--- config.mk ---
export PLATFORM = sky130hd
export DESIGN_NAME = emb_status_gen
export DESIGN_NICKNAME = d
export VERILOG_FILES = /design/src/rtl/emb_status_gen.sv
export SDC_FILE = /design/constraint.sdc
export NUM_CORES = 1
export LEC_CHECK = 0
export ABC_AREA = 1
export CAP_MARGIN = 10
export CORE_ASPECT_RATIO = 0.7
export CORE_MARGIN = 4
export CORE_UTILIZATION = 50
export CTS_CLUSTER_DIAMETER = 40
export DETAILED_ROUTE_END_ITERATION = 16
export GPL_TIMING_DRIVEN = 0
export PLACE_DENSITY = 0.8
export REMOVE_ABC_BUFFERS = 1
export SLEW_MARGIN = 20
export SYNTH_ARGS = -nofsm -noshare
export SYNTH_HDL_FRONTEND = slang
export SYNTH_SLANG_ARGS = --single-unit
export TNS_END_PERCENT = 100
--- constraint.sdc ---
create_clock -name clk -period 3.1 [get_ports clk]
set_input_delay 0.62 -clock clk [delete_from_list [all_inputs] [get_ports clk]]
set_output_delay 0.62 -clock clk [all_outputs]
set_load 0.02 [all_outputs]
--- src/rtl/emb_status_gen.sv ---
module emb_status_gen #(
  parameter int SECTOR_W    = 3,
  parameter int PROT_CYCLES = 50
) (
  input  logic                clk,
  input  logic                rst_n,
  input  logic                op_start,
  input  logic                op_erase,
  input  logic                prog_msb,
  input  logic                all_prot,
  input  logic [SECTOR_W-1:0] sect_id,
  input  logic                sect_add,
  input  logic                erase_window,
  input  logic                op_fail,
  input  logic                op_done,
  input  logic                suspend,
  input  logic                rd_en,
  input  logic [SECTOR_W-1:0] rd_sector,
  input  logic [7:0]          array_data,
  output logic [7:0]          dout,
  output logic                busy_o
);
  localparam int NSECT = 1 << SECTOR_W;
  localparam int CNT_W = $clog2(PROT_CYCLES + 1);

  logic             op_act, is_erase, pbit, err, tog, rd_q;
  logic [NSECT-1:0] mask;
  logic [CNT_W-1:0] prot_cnt;

  logic       prot_act, susp_mode, status_on, rd_edge;
  logic [7:0] stat_byte;

  assign prot_act  = prot_cnt != '0;
  assign susp_mode = op_act & is_erase & suspend;
  assign status_on = prot_act | (op_act & (~susp_mode | mask[rd_sector]));
  assign rd_edge   = rd_en & ~rd_q;
  assign busy_o    = op_act | prot_act;

  always_comb begin
    if (prot_act)      stat_byte = 8'h08;
    else if (susp_mode) stat_byte = {1'b1, tog, 6'b0};
    else if (is_erase) stat_byte = {1'b0, tog, err, 1'b0, ~erase_window, 3'b0};
    else               stat_byte = {~pbit, tog, err, 5'b0};
  end

  assign dout = status_on ? stat_byte : array_data;

  always_ff @(posedge clk) begin
    if (!rst_n) begin
      op_act   <= 1'b0;
      is_erase <= 1'b0;
      pbit     <= 1'b0;
      err      <= 1'b0;
      tog      <= 1'b0;
      rd_q     <= 1'b0;
      mask     <= '0;
      prot_cnt <= '0;
    end else begin
      rd_q <= rd_en;
      if (op_start && !busy_o) begin
        if (all_prot) begin
          prot_cnt <= CNT_W'(PROT_CYCLES);
          tog      <= 1'b0;
        end else begin
          op_act   <= 1'b1;
          is_erase <= op_erase;
          pbit     <= prog_msb;
          err      <= 1'b0;
          mask     <= op_erase ? (NSECT'(1) << sect_id) : '0;
        end
      end else begin
        if (prot_act) prot_cnt <= prot_cnt - 1'b1;
        if (op_act) begin
          if (sect_add && is_erase && erase_window) mask[sect_id] <= 1'b1;
          if (op_fail) err <= 1'b1;
          if (op_done) begin
            op_act <= 1'b0;
            err    <= 1'b0;
          end
          if (rd_edge && status_on) tog <= ~tog;
        end
      end
    end
  end

  assert_held_read_R4: assert property (@(posedge clk) disable iff (!rst_n)
    (rd_en && rd_q) |=> $stable(tog));

  assert_prot_quiet_R7: assert property (@(posedge clk) disable iff (!rst_n)
    prot_act |=> !tog);

  assert_done_release_R6: assert property (@(posedge clk) disable iff (!rst_n)
    (op_act && op_done) |=> !busy_o);

  assert_fresh_error_R5: assert property (@(posedge clk) disable iff (!rst_n)
    (op_start && !busy_o) |=> !err);

  assert_closed_window_R9: assert property (@(posedge clk) disable iff (!rst_n)
    (op_act && !erase_window) |=> $stable(mask));

  assert_busy_ignores_start_R10: assert property (@(posedge clk) disable iff (!rst_n)
    (op_act && op_start && !op_done) |=> (op_act && $stable(pbit) && $stable(is_erase)));
endmodule

==> results of run 1 <==
## routing by layer
metal	GRT usage	vias up	part of all wire
met5	0	-	0
met4	0.07071	0	0.011
met3	0.05760	4	0.13
met2	0.3132	91	0.42
met1	0.2914	600	0.44
li1	-	694	-
## synth_stat cells
cell | instances | area, um2
nand2_2 | 3 | 18.77
nand3_4 | 1 | 17.52
nor3_1 | 6 | 30.03
buf_6 | 1 | 11.26
nand2_1 | 39 | 146.4
a31oi_1 | 2 | 12.51
a211oi_1 | 2 | 15.01
nor4_1 | 4 | 25.02
nor2_2 | 1 | 6.260
nand3b_1 | 1 | 7.510
dfxtp_1 | 20 | 400.4
nor2_4 | 1 | 11.26
o211ai_1 | 1 | 7.510
inv_1 | 38 | 142.6
a21oi_1 | 10 | 50.05
o21ai_0 | 14 | 70.07
xor2_1 | 2 | 17.52
nor2_1 | 29 | 108.9
nand4_1 | 2 | 12.51
xnor2_1 | 1 | 8.760
ha_1 | 1 | 12.51
o21ai_1 | 1 | 5.000
clkbuf_1 | 3 | 11.26
nand3_1 | 13 | 65.06
or2_4 | 1 | 8.760
## where the power goes
group	switching (mW)	leakage [nW]	total (mW)	internal (mW)
registers	0.0399	0.163	0.348	0.308
logic	0.429	0.541	0.679	0.251
clock network	0.0847	0.0279	0.215	0.131
## cell type report
type                            count  area share
Inverter                           38     0.08722
Tap cell                           32     0.02448
Timing Repair Buffer               34      0.2020
Sequential cell                    20      0.2448
Clock buffer                        3     0.01377
Clock inverter                      1     0.01836
Multi-Input combinational cell    135      0.4093
## through the flow
step	total power, mW	TNS (ns)
after floorplan	0.7813	0
after global routing	1.341	-0.0004796
final	1.242	0
after detailed placement	1.045	-1.571
after global placement	1.010	-1.126
after CTS	1.231	0
## cell usage in the layout, fill, tap and decap left out, drive strengths merged
cell / n
a211oi: 2
a21oi: 10
a31oi: 2
bufinv: 1
clkbuf: 4
clkdlybuf4s15: 3
clkdlybuf4s50: 26
dfxtp: 20
dlygate4sd2: 4
ha: 1
inv: 38
nand2: 42
nand3: 14
nand3b: 1
nand4: 2
nor2: 31
nor3: 6
nor4: 4
o211ai: 1
o21ai: 15
or2: 1
xnor2: 1
xor2: 2
## cells by family after synthesis
logic type / synth area share
compound gates: 0.1310
flops: 0.3275
fa+ha+maj: 0.01023
xor+xnor: 0.02150
simple gates: 0.3746
buf+inv: 0.1351
## state kept, by name, indices dropped and copies added, names as in the netlist
signal    flops
mask          8
prot_cnt      6
err           1
is_erase      1
op_act        1
pbit          1
rd_q          1
tog           1
## worst register-to-register path, cell delays in order, from the launching register on
cell     delay [ns]
dfxtp_1        0.36
inv_1          0.07
ha_1           0.28
nand2_2        0.12
nor2_4         0.16
nand3_4        0.12
inv_1          0.18
nand2_1        0.14
nand2_2        0.14
inv_1          0.11
nand2_1        0.07
a21oi_1        0.05
## worst paths after layout
kind | start | endpoint | slack [ns] | cells after the start
setup / recovery | rd_sector[0] | dout[6] | 0.14 | 10
hold / removal | mask[3] | mask[3] | 0.47 | 2
setup reg to reg | prot_cnt[0] | mask[7] | 1.20 | 11
hold reg to reg | mask[3] | mask[3] | 0.47 | 2
## repair_timing
action / 4_1_cts / 5_1_grt
gates resized for setup: 10 / 6
endpoints found under the setup margin: 8 / 4
hold buffers: 0 / 0
endpoints found under the hold margin: 0 / 0
==> flow_summary.yaml, run 1 <==
outcome:
  status: "finished clean"
timing:
  fin_skew_ns: 0.008593
  setup_ws_ns: 0.1393
  max_freq_ghz: 0.3378
  slew_viol_final: 0
  finalSetupViolations: 0
  holdWs_ns: 0.4739
  relSlewSlack: 0.7060
  fin_crit_ns: 2.961
  hold_viol_final: 0
  min_period_over_period: 0.9551
  tightest_slew_ns: 0.4389
die:
  die_w_um: 67.10
  fp-row-count: 14
  fp.dieH_um: 49.37
  start_util: 0.5452
  dieArea_mm2: 0.003313
  coreArea_mm2: 0.002242
  io-pin-count: 35
power:
  pwr_density_cell_mw_per_mm2: 759.8
  max-vdd-ir-drop_v: 0.0004353
  p_leak_nw: 0.7322
global_routing:
  first_global_vias: 1257
  grt_max_degree: 14
  antenna_found_initial: 0
  gr-usage-all-layers: 0.2114
  overflow: 0
  grt_pass1_wl_mm: 5.533
detailed_routing:
  wl_per_cell_um: 12.70
  drc: 0
  drt_iter0_markers: 73
  ant_nets: 0
  dr.pass1.iters: 4
  vias_per_cell: 5.281
  num_vias: 1389
  routed_wl_mm: 3.341
synthesis:
  ys_ff_latch: 20
  syn_inst: 197
  ys_seq_area_frac: 0.3275
  postSynthAreaPerCell_um2: 6.205
  yosys.cell_types.count: 25
  synthesis.area_mm2: 0.001222
  yosysWarnings: 0
clocking:
  cts_setup_buffers: 0
  clk_latency_ns: 0.31
  numCtsBuffers: 3
  clk_pin_slew_worst_paths_ns: 0.12
  cts_root_buffer: "clkbuf_4"
  cts.path.max_buffers: 2
  htreeDepth: 1
  clock_sinks: 20
  cts_tree: "yes"
critical_path:
  cpPeakStageDelay_ns: 0.55
  critPathTopFamily: "buffers and inverters"
  slowest_stage: "clkdlybuf4s50_1"
  crit_fanout: 9
  critPathLaunchType: "primary input"
  endpoint_kind: "primary output"
  worstPathRequired_ns: 2.48
  crit_type: "primary input to primary output"
  critical_path_arrival_ns: 2.34
  worst-path-buf-inv: 3
  worstPathCellList: "clkdlybuf4s50_1 > inv_1 > nand2_1 > nand3_1 > nand3b_1 > nand3_1 > nand2_4 > nand2_1 > o21ai_0 > dlygate4sd2_1"
placement:
  placed_cells: 259
  dp_hpwl_mm: 2.630
  gp_congestion: 0.9236
  dpl_cell_area_mm2: 0.001580
  dp_slack_ns: -0.2474
  port_buffers: 34
finish:
  final_core_utilization: 0.7294
  multiInputGateArea_um2: 669.4
  num_antenna_cells: 0
  num-nets-final: 259
  drive_gt1_frac: 0.06061
  fin_area_mm2: 0.001635
  final.fill_count: 204
  area_growth_pct: 33.78
  register_area_um2: 400.4
  stdcell_count: 263
job:
  drv_cap: 0
min_path:
  min_path_type: "flip-flop to flip-flop"
Power figures use the tool's default switching activity.
==> inputs of run 2 (changes only) <==
--- a/config.mk
+++ b/config.mk
@@ -9,11 +9,11 @@
 export CAP_MARGIN = 10
 export CORE_ASPECT_RATIO = 0.7
 export CORE_MARGIN = 4
-export CORE_UTILIZATION = 50
+export CORE_UTILIZATION = 47
 export CTS_CLUSTER_DIAMETER = 40
 export DETAILED_ROUTE_END_ITERATION = 16
 export GPL_TIMING_DRIVEN = 0
-export PLACE_DENSITY = 0.8
+export PLACE_DENSITY = 0.76
 export REMOVE_ABC_BUFFERS = 1
 export SLEW_MARGIN = 20
 export SYNTH_ARGS = -nofsm -noshare
==> constraint.sdc (replaced) <==
create_clock -name clk -period 3.4 [get_ports clk]
set_input_delay 0.68 -clock clk [delete_from_list [all_inputs] [get_ports clk]]
set_output_delay 0.68 -clock clk [all_outputs]
set_load 0.02 [all_outputs]
==> flow_summary.yaml, run 2 (same netlist as run 1, synthesis figures left out) <==
timing:
  finalSetupViolations: 0
  hold_viol_final: 0
  setup_tns_ns: 0
  rsz0062_at_grt: "false"
  max_freq_ghz: 0.3174
  tightest_slew_ns: 0.3974
  relSlewSlack: 0.7338
  fin_crit_ns: 3.151
  holdWs_ns: 0.4651
  setup_ws_ns: 0.2490
  fin_skew_ns: 0.001820
  slew_viol_final: 0
  min_period_over_period: 0.9268
critical_path:
  endpoint: "dout[1]"
  crit_top_cell: "nand3_1"
  crit_fanout: 9
  endpoint_kind: "primary output"
  cpPeakStageDelay_ns: 0.55
  rr_endpoint: "mask[7]"
  reg2reg_slack_ns: 1.53
  worstPathRequired_ns: 2.72
  slowest_stage: "clkdlybuf4s50_1"
  startpoint: "rd_sector[0]"
  critical_path_arrival_ns: 2.47
  rr_startpoint: "prot_cnt[0]"
  crit_type: "primary input to primary output"
  ff2ff_path_depth: 11
  worstPathCellList: "clkdlybuf4s50_1 > inv_1 > nand2_1 > nand3_1 > nand3_1 > nand3_1 > nand2_2 > inv_1 > nor2_1 > dlygate4sd2_1"
  critPathLaunchType: "primary input"
detailed_routing:
  ant_nets: 0
  routed_wl_mm: 3.175
  num_vias: 1323
  dr.pass1.iters: 4
  drc: 0
  wl_per_cell_um: 12.03
  vias_per_cell: 5.011
  drt_iter0_markers: 55
clocking:
  cts_setup_buffers: 0
  htreeDepth: 1
  cts.path.max_buffers: 2
  post_cts_resized: 5
  numCtsBuffers: 3
  cts_root_buffer: "clkbuf_8"
  cts-hold-fix-buffers: 0
  clk_latency_ns: 0.26
  clock_sinks: 20
  cts_tree: "yes"
  clk_pin_slew_worst_paths_ns: 0.07
die:
  io-pin-count: 35
  fp-row-count: 15
  coreArea_mm2: 0.002477
  fp.dieH_um: 50.67
  dieArea_mm2: 0.003494
  die_w_um: 68.96
  start_util: 0.4934
global_routing:
  grt_max_degree: 14
  first_global_vias: 1234
  overflow: 0
  grt_pass1_wl_mm: 5.306
  antenna_found_initial: 0
  gr-usage-all-layers: 0.2037
finish:
  final_cell_mix: "inv_1, nand2_1, nor2_1"
  regMostFlops: "mask"
  drive_gt1_frac: 0.04783
  num_antenna_cells: 0
  register_area_um2: 400.4
  largest_register_ffs: 8
  fin_area_mm2: 0.001632
  final_core_utilization: 0.6586
  top_regs: "mask x8, prot_cnt x6"
  area_growth_pct: 33.47
  final.fill_count: 244
  stdcell_count: 264
  num-nets-final: 259
  multiInputGateArea_um2: 659.4
placement:
  gp_congestion: 0.9051
  dp_hpwl_mm: 2.611
  port_buffers: 34
  dpl_cell_area_mm2: 0.001583
  placed_cells: 261
  dp_slack_ns: -0.1243
power:
  pwr_density_cell_mw_per_mm2: 665.9
  p_total_mw: 1.086
  max-vdd-ir-drop_v: 0.0002973
  p_leak_nw: 0.7769
min_path:
  min_path_type: "flip-flop to flip-flop"
outcome:
  status: "finished clean"
job:
  drv_cap: 0
==> run 2: where the power goes <==
part           total, mW  internal, mW  switching (mW)
logic              0.616         0.239           0.377
clock network      0.153        0.0789          0.0746
registers          0.317         0.281          0.0359
total               1.09         0.598           0.488
==> run 2: layout make-up <==
type	count	share of cell area
tap	34	0.02607
clock buffer	3	0.02531
sequential	20	0.2454
timing repair buffer	34	0.2117
inverter	38	0.08742
multi-input combinational	135	0.4041
==> run 2: how the worst min path moves through the flow <==
| stage | endpoint | start | slack (ns) | depth (start not counted) |
|---|---|---|---|---|
| 6_report | mask[3] | mask[3] | 0.47 | 2 |
| 5_1_grt | mask[3] | mask[3] | 0.48 | 2 |
| 4_1_cts | mask[3] | mask[3] | 0.46 | 2 |
| 3_5_place_dp | mask[3] | mask[3] | 0.45 | 2 |
| 3_3_place_gp | err | err | 0.44 | 2 |
| 2_1_floorplan | err | err | 0.42 | 2 |
==> run 2: metal layers <==
metal  GRT usage  vias to the layer above  part of all wire  routed length [um]
met5           0                        -                 0                   0
met2      0.3307                       31              0.49                1544
met1      0.2686                      594              0.46                1473
met4     0.03883                        0            0.0085                  27
met3     0.05593                        4             0.041                 130
li1            -                      694                 -                   -
==> run 2: worst max-delay path: cells and delay by family <==
family,cells,cell delay [ns]
buf+inv,4,1.13
simple gates,6,0.66
